<file path="src/rtl/alu8_pkg.sv">
package alu8_pkg;

    localparam int OP_W = 5;
    localparam int SW   = 8;

    // status bit positions
    localparam int SB_C = 0;
    localparam int SB_Z = 1;
    localparam int SB_N = 2;
    localparam int SB_V = 3;
    localparam int SB_S = 4;
    localparam int SB_H = 5;
    localparam int SB_T = 6;
    localparam int SB_I = 7;

    typedef enum logic [OP_W-1:0] {
        OP_ADD  = 5'd0,
        OP_ADC  = 5'd1,
        OP_SUB  = 5'd2,
        OP_SBC  = 5'd3,
        OP_CPC  = 5'd4,
        OP_NEG  = 5'd5,
        OP_INC  = 5'd6,
        OP_DEC  = 5'd7,
        OP_AND  = 5'd8,
        OP_OR   = 5'd9,
        OP_XOR  = 5'd10,
        OP_COM  = 5'd11,
        OP_LSL  = 5'd12,
        OP_LSR  = 5'd13,
        OP_ROL  = 5'd14,
        OP_ROR  = 5'd15,
        OP_ASR  = 5'd16,
        OP_SWAP = 5'd17
    } alu_op_e;

    // operations routed through the adder/subtractor
    function automatic logic uses_adder(alu_op_e op);
        return (op <= OP_DEC);
    endfunction

endpackage

</file>
<file path="src/rtl/alu8_arith.sv">
module alu8_arith
    import alu8_pkg::*;
#(
    parameter int DW = 8
) (
    input  alu_op_e         op,
    input  logic [DW-1:0]   a,
    input  logic [DW-1:0]   b,
    input  logic            cin,
    output logic [DW-1:0]   res,
    output logic            c_out,
    output logic            h_out,
    output logic            v_out
);
    localparam int HB  = DW / 2;
    localparam int MSB = DW - 1;

    logic [DW-1:0] x;
    logic [DW-1:0] y;
    logic          ci;
    logic          sub;
    logic [DW:0]   full;
    logic [HB:0]   half;

    // operand steering
    always_comb begin
        x   = a;
        y   = b;
        ci  = 1'b0;
        sub = 1'b0;
        unique case (op)
            OP_ADC: ci = cin;
            OP_SUB: sub = 1'b1;
            OP_SBC, OP_CPC: begin
                sub = 1'b1;
                ci  = cin;
            end
            OP_NEG: begin
                x   = '0;
                y   = a;
                sub = 1'b1;
            end
            OP_INC: y = DW'(1);
            OP_DEC: begin
                y   = DW'(1);
                sub = 1'b1;
            end
            default: begin
            end
        endcase
    end

    // full-width and lower-half adders share the steering
    always_comb begin
        if (sub) begin
            full = {1'b0, x} - {1'b0, y} - {{DW{1'b0}}, ci};
            half = {1'b0, x[HB-1:0]} - {1'b0, y[HB-1:0]} - {{HB{1'b0}}, ci};
        end else begin
            full = {1'b0, x} + {1'b0, y} + {{DW{1'b0}}, ci};
            half = {1'b0, x[HB-1:0]} + {1'b0, y[HB-1:0]} + {{HB{1'b0}}, ci};
        end
    end

    always_comb begin
        res   = full[DW-1:0];
        c_out = full[DW];
        h_out = half[HB];
        if (sub) begin
            v_out = (x[MSB] != y[MSB]) && (full[MSB] != x[MSB]);
        end else begin
            v_out = (x[MSB] == y[MSB]) && (full[MSB] != x[MSB]);
        end
    end

endmodule

</file>
<file path="src/rtl/alu8_bitops.sv">
module alu8_bitops
    import alu8_pkg::*;
#(
    parameter int DW = 8
) (
    input  alu_op_e         op,
    input  logic [DW-1:0]   a,
    input  logic [DW-1:0]   b,
    input  logic            cin,
    output logic [DW-1:0]   res,
    output logic            c_out
);
    localparam int HB  = DW / 2;
    localparam int MSB = DW - 1;

    always_comb begin
        res   = a;
        c_out = cin;
        unique case (op)
            OP_AND: res = a & b;
            OP_OR:  res = a | b;
            OP_XOR: res = a ^ b;
            OP_COM: begin
                res   = ~a;
                c_out = 1'b1;
            end
            OP_LSL: begin
                res   = {a[MSB-1:0], 1'b0};
                c_out = a[MSB];
            end
            OP_LSR: begin
                res   = {1'b0, a[MSB:1]};
                c_out = a[0];
            end
            OP_ROL: begin
                res   = {a[MSB-1:0], cin};
                c_out = a[MSB];
            end
            OP_ROR: begin
                res   = {cin, a[MSB:1]};
                c_out = a[0];
            end
            OP_ASR: begin
                res   = {a[MSB], a[MSB:1]};
                c_out = a[0];
            end
            OP_SWAP: res = {a[HB-1:0], a[MSB:HB]};
            default: begin
            end
        endcase
    end

endmodule

</file>
<file path="src/rtl/alu8_flags.sv">
module alu8_flags
    import alu8_pkg::*;
#(
    parameter int DW = 8
) (
    input  alu_op_e         op,
    input  logic [SW-1:0]   old_s,
    input  logic [DW-1:0]   value,
    input  logic            ar_c,
    input  logic            ar_h,
    input  logic            ar_v,
    input  logic            bit_c,
    output logic [SW-1:0]   new_s
);
    logic neg;
    logic zro;
    logic upd_sign;

    assign neg = value[DW-1];
    assign zro = (value == '0);

    always_comb begin
        new_s    = old_s;
        upd_sign = 1'b1;
        unique case (op)
            OP_ADD, OP_ADC, OP_SUB, OP_NEG: begin
                new_s[SB_C] = ar_c;
                new_s[SB_H] = ar_h;
                new_s[SB_V] = ar_v;
                new_s[SB_N] = neg;
                new_s[SB_Z] = zro;
            end
            OP_SBC, OP_CPC: begin
                new_s[SB_C] = ar_c;
                new_s[SB_H] = ar_h;
                new_s[SB_V] = ar_v;
                new_s[SB_N] = neg;
                new_s[SB_Z] = zro & old_s[SB_Z];
            end
            OP_INC, OP_DEC: begin
                new_s[SB_V] = ar_v;
                new_s[SB_N] = neg;
                new_s[SB_Z] = zro;
            end
            OP_AND, OP_OR, OP_XOR: begin
                new_s[SB_V] = 1'b0;
                new_s[SB_N] = neg;
                new_s[SB_Z] = zro;
            end
            OP_COM: begin
                new_s[SB_C] = bit_c;
                new_s[SB_V] = 1'b0;
                new_s[SB_N] = neg;
                new_s[SB_Z] = zro;
            end
            OP_LSL, OP_LSR, OP_ROL, OP_ROR, OP_ASR: begin
                new_s[SB_C] = bit_c;
                new_s[SB_V] = neg ^ bit_c;
                new_s[SB_N] = neg;
                new_s[SB_Z] = zro;
            end
            default: upd_sign = 1'b0;
        endcase
        if (upd_sign) begin
            new_s[SB_S] = new_s[SB_N] ^ new_s[SB_V];
        end
    end

endmodule

</file>
<file path="src/rtl/alu8_core.sv">
module alu8_core
    import alu8_pkg::*;
#(
    parameter int DW = 8
) (
    input  logic            clk,
    input  logic            rst_n,
    input  logic [4:0]      op_code,
    input  logic [DW-1:0]   opd_a,
    input  logic [DW-1:0]   opd_b,
    input  logic [7:0]      status_in,
    output logic [DW-1:0]   result_q,
    output logic [7:0]      status_q
);
    alu_op_e       op;
    logic [DW-1:0] ar_res;
    logic          ar_c;
    logic          ar_h;
    logic          ar_v;
    logic [DW-1:0] bit_res;
    logic          bit_c;
    logic [DW-1:0] value;
    logic [DW-1:0] res_d;
    logic [7:0]    stat_d;

    assign op = alu_op_e'(op_code);

    alu8_arith #(.DW(DW)) u_arith (
        .op    (op),
        .a     (opd_a),
        .b     (opd_b),
        .cin   (status_in[SB_C]),
        .res   (ar_res),
        .c_out (ar_c),
        .h_out (ar_h),
        .v_out (ar_v)
    );

    alu8_bitops #(.DW(DW)) u_bitops (
        .op    (op),
        .a     (opd_a),
        .b     (opd_b),
        .cin   (status_in[SB_C]),
        .res   (bit_res),
        .c_out (bit_c)
    );

    // computed value feeds the flags; compare returns the operand
    always_comb begin
        value = uses_adder(op) ? ar_res : bit_res;
        res_d = (op == OP_CPC) ? opd_a : value;
    end

    alu8_flags #(.DW(DW)) u_flags (
        .op    (op),
        .old_s (status_in),
        .value (value),
        .ar_c  (ar_c),
        .ar_h  (ar_h),
        .ar_v  (ar_v),
        .bit_c (bit_c),
        .new_s (stat_d)
    );

    always_ff @(posedge clk) begin
        if (!rst_n) begin
            result_q <= '0;
            status_q <= '0;
        end else begin
            result_q <= res_d;
            status_q <= stat_d;
        end
    end

endmodule

</file>
<file path="config.mk">
export PLATFORM = sky130hd
export DESIGN_NAME = alu8_core
export DESIGN_NICKNAME = d
export VERILOG_FILES = /design/src/rtl/alu8_pkg.sv /design/src/rtl/alu8_arith.sv /design/src/rtl/alu8_bitops.sv /design/src/rtl/alu8_flags.sv /design/src/rtl/alu8_core.sv
export SDC_FILE = /design/constraint.sdc
export NUM_CORES = 1
export LEC_CHECK = 0
export BUFFER_PORTS_ARGS = -buffer_cell sky130_fd_sc_hd__buf_2
export CAP_MARGIN = 20
export CORE_MARGIN = 1
export CORE_UTILIZATION = 52
export DETAILED_ROUTE_END_ITERATION = 6
export PLACE_DENSITY = 0.75
export SETUP_SLACK_MARGIN = 0.02
export SYNTH_ARGS = -nofsm -noshare
export SYNTH_HDL_FRONTEND = slang
export SYNTH_SLANG_ARGS = --single-unit
</file>
<file path="constraint.sdc">
create_clock -name clk -period 3.3 [get_ports clk]
set_input_delay 0.33 -clock clk [delete_from_list [all_inputs] [get_ports clk]]
set_output_delay 0.33 -clock clk [all_outputs]
set_load 0.02 [all_outputs]
</file>
# Word level (Yosys, flattened, before mapping)
# Index checks and enable logic that the tools add are counted.
# Widths: inputs -> output; s select.
[word_totals]
reg_bits = 16
output_inout_bits = 16
wordCells = 70
[op_classes]
addsub = 8
magnitude_cmp = 1
eq_ne = 20
mux = 16
bitwise = 7
n_reduce_logical = 16
[ops]
columns = ["cell", "n"]
rows = [
  ["$pmux 8 s10", 1],
  ["$eq 5x4->1 const B", 8],
  ["$mux 8", 3],
  ["$eq 5x3->1 const B", 4],
  ["$reduce_or 6->1", 3],
  ["$reduce_or 17->1", 1],
  ["$pmux 8 s2", 1],
  ["$pmux 3 s4", 1],
  ["$eq 5x2->1 const B", 2],
  ["$eq 5x5->1 const B", 2],
  ["$reduce_or 5->1", 2],
  ["$add 8x8->9", 1],
  ["$add 9x1->9", 1],
  ["$mux 9", 1],
  ["$sub 8x8->9", 1],
  ["$sub 9x1->9", 1],
  ["$and 8x8->8", 1],
  ["$logic_not 8->1", 1],
  ["$not 8->8", 1],
  ["$or 8x8->8", 1],
  ["$xor 8x8->8", 1],
  ["$mux 1", 6],
  ["$reduce_or 2->1", 3],
  ["$reduce_or 3->1", 2],
  ["other kinds (16)", 19],
]

# Depth between registers and ports, before layout
[depth]
depth_word = 12
depth_mapped = 17
depth_no_buf = 15

# Hierarchy
# Synthesis repeated with hierarchy kept, for this count alone.
[hier_totals]
cells_unflattened = 383
hier_area_um2 = 2977.9
[by_module_without_submodules]
columns = ["module", "instances", "cells_per_inst", "area_each_um2", "seq_area_each_um2"]
rows = [
  ["alu8_arith", 1, 150, 1078.5, 0.0],
  ["alu8_bitops", 1, 146, 979.7, 0.0],
  ["alu8_core", 1, 54, 666.9, 320.3],
  ["alu8_flags", 1, 33, 252.7, 0.0],
]

# Least setup slack after synthesis
# Ideal clock, no wire load.
[synth_timing]
kind = "input -> register"
start = "input op_code[1]"
end = "register status_q[3]"
setup_ns = 0.081
t_arrival_ns = 3.411
t_required_ns = 3.219
setup_slack_ns = -0.192
cell_stages = 16
cell_sequence = "buf_2 buf_1 o21ai_1 nand2_1 o21ai_0 ha_1 inv_1 ha_1 inv_1 nor3_1 a22oi_1 a211o_1 xnor2_1 o21a_1 or3_1 a41oi_1"
[synth_via]
elab_chain_len = 10
word_cells_on_any_way = 48
cone_classes = "4 x add/sub; 1 x order compare; 20 x eq/ne; 10 x mux; 1 x bitwise; 12 x reduce/logical"
[synth_rtl]
columns = ["item", "line", "rtl"]
rows = [
  ["start: declaration", "alu8_core.sv:8", "input logic [4:0] op_code,"],
  ["$eq 5x3->1", "alu8_arith.sv:31, alu8_flags.sv:25", ""],
  ["$reduce_or 2->1 (no line)", "n/a", ""],
  ["$pmux 8 s2", "alu8_arith.sv:31", "unique case (op)"],
  ["$add 8x8->9 / $sub 8x8->9 (equally long branches)", "alu8_arith.sv:59, alu8_arith.sv:56", ""],
  ["$add 9x1->9 / $sub 9x1->9 (equally long branches)", "alu8_arith.sv:59, alu8_arith.sv:56", ""],
  ["$mux 9", "alu8_arith.sv:55", "if (sub) begin"],
  ["$ne 1x1->1", "alu8_arith.sv:69, alu8_arith.sv:71", ""],
  ["$logic_and 1x1->1, on equally long branches", "alu8_arith.sv:71, alu8_arith.sv:69", ""],
  ["$mux 1", "alu8_arith.sv:68", "if (sub) begin"],
  ["$pmux 3 s4 *", "alu8_flags.sv:25", "unique case (op)"],
  ["end signal: assignment", "alu8_core.sv:71", "status_q <= stat_d;"],
  ["end: declaration", "alu8_core.sv:13", "output logic [7:0] status_q"],
]
# Mark *: on every way between the ends. The rest lies on a longest branch, timed or not.
# A chain may end at the register's enable or synchronous reset.

# Worst setup path in the final report
[layout_timing]
start = "input op_code[4]"
end = "register status_q[3]"
# Same word-level chain as after synthesis.

==> run metrics <==
worst setup margin=0.0977 ns; number of global-route vias before repair=2899; met3 usage=2.14%; dpl ws=-0.247 ns; clock net sink count=16; Synth Instances=383; total number of vias=3203; largest net degree at the start of global routing=19; total track usage=31.2%; Avg WL per Cell=15.7 um; post-synth top area cell=ha_1; grt met1 use=40.5%; critical setup path kind=in2reg; status=complete, no violations; Clock transition at path regs=0.06 ns; CP Launch Type=input pin; Cell variety after synth=66; total CTS buffers=3; # diodes=0; Synth warnings=0; ys async rst share=0%; Setup crit end=status_q[3]; number of max-cap violations=0; nets=549; number of synthesized flops with an enable pin=0; leading cell type in the layout, fill and taps excluded=buf_4; Cell Rows=26; Worst Path Required=3.47 ns; P per Cell Area=278 mW/mm2; RSZ-0062 raised after global routing=yes; Total Power=1.01 mW; Max clock buf depth=2; first-pass GRT wire length=13300 um; cell mode on critical path=inv_2; maximum vdd drop=0.208 mV; routability cong.=1.01; sequential area share after synthesis=11.7%; critical-path cell list=buf_2 > nor3b_4 > buf_6 > a31oi_1 > o22ai_2 > inv_2 > fa_2 > inv_2 > ha_1 > nand2_1 > nor3_2 > a22oi_1 > a211o_1 > xnor2_1 > o21a_1 > or3_1 > a41oi_1; top cell type's share of synthesized area=15.9%; CP Buf/Inv Count=4; share of layout cells above drive strength 1=29.9%; Critical Path Source=op_code[4]; final setup fails=0; Top delay family on crit path=compound AO/OA/AOI/OAI gates; final max-slew violation count=0; Hold WC Path Type=in2reg; core area=0.00511 mm2; LEAKAGE=1.76 nW; Synthesized Nets=453; CTS tree=yes; Routed Antenna Nets=0; drt drc=0; critical path depth=17; initial antenna violation count=0; Port Buffers=46; Syn Area/Cell=7.17 um2; # IOs=47; min cycle time layout=3.20 ns; #FFs+latches synth=16; largest fanout on the critical path=5; Initial Utilization=53.8%; CTS root buffer=clkbuf_8; Crit path largest cell delay=0.38 ns; worst slew pin tran=0.900 ns; Chip Width=74.7 um; max frequency=0.312 GHz; Crit-path slowest cell=fa_2; most frequent cells in the layout=65 x buf_4, 46 x buf_2, 40 x inv_1; GR Util met2=53.5%; Via density=5.84; DIE HEIGHT=74.7 um; total wire length=8610 um; detailed placement HPWL=6900 um; Top Usage Layer GRT=met2; Synth area leaders=ha_1 16%, dfxtp_1 12%, o21ai_0 5.8%; synthesized area=0.00275 mm2; Pre-Repair DR Iteration Count=5; Iteration-0 DRC Markers=396; period utilization=97.0%; CTS hold repair buffers=0; CP Capture Type=register; GR Overflow Total=0; Hold Vio Cnt, Final=0; area delta synth->final=31.9%; worst rel slew slack=39.5%; dominant synthesized flop cell=dfxtp_1; Arr. time, crit path=3.38 ns; H-tree Lvls=1; Total Die Area=0.00558 mm2; setup TNS=0 ns
-- metal layers --
layer  routed length (um)  vias up
met5                    0        -
met4                  283        0
met3                  710       31
met2                 4060      163
met1                 3560     1454
li1                     -     1555
-- cell families after synthesis --
group	synth area share, %
AOI/OAI and AO/OA	28.5
adders and majority gates	18.9
DFF	11.7
and+or+nand+nor	24.4
muxes	3.83
buffers and inverters	9.52
xor gates and xnor gates	3.19
-- where the power goes --
part,internal [mW],switching [mW]
registers,0.212,0.00371
logic,0.287,0.336
clock network,0.106,0.0620
total,0.605,0.401
-- through the flow --
step	hold WS [ns]	cell area, um2	std cells	util, %
after floorplan	0.457	2790	383	-
after global placement	0.545	3470	541	67.9
after detailed placement	0.545	3470	541	67.9
after CTS	0.289	3520	545	69.0
after global routing	0.302	3620	548	70.9
final	0.292	3620	548	70.9
-- registers in the layout, summed over array words and instances, names as in the netlist --
name,cells
status_q,8
result_q,8
-- timing repair --
action	in CTS	in global routing
buffers inserted	0	3
endpoints found under the setup margin	2	8
endpoints found under the hold margin	0	0
pin swaps	0	13
gates resized for setup	1	17
-- Yosys cell counts, types with 5 or more instances --
master / n
a211oi_1: 7
a21oi_1: 20
a221oi_1: 6
a22oi_1: 5
and2_1: 6
buf_2: 8
clkbuf_1: 10
dfxtp_1: 16
ha_1: 35
inv_1: 42
mux2i_1: 6
nand2_1: 34
nand2b_1: 9
nand3_1: 6
nor2_1: 24
nor2b_1: 11
nor3_1: 9
o211ai_1: 10
o21a_1: 5
o21ai_0: 32
xnor2_1: 8
-- how the worst min path moves through the flow --
stage	startpoint	to	slack (ns)	cells after the start
floorplan	status_in[6]	status_q[6]	0.46	1
global placement	status_in[7]	status_q[7]	0.54	2
global route	status_in[6]	status_q[6]	0.30	2
CTS	status_in[6]	status_q[6]	0.29	2
detailed placement	status_in[6]	status_q[6]	0.55	2
finish	status_in[7]	status_q[7]	0.29	2
-- cell type report --
class	instances	area (um2)
clock buffers	4	55.1
fillers	442	1480
inverters	44	166
multi-input cells	302	2260
flip-flops and latches	16	320
well taps	70	87.6
repair buffers	112	729
Power figures use the tool's default switching activity.
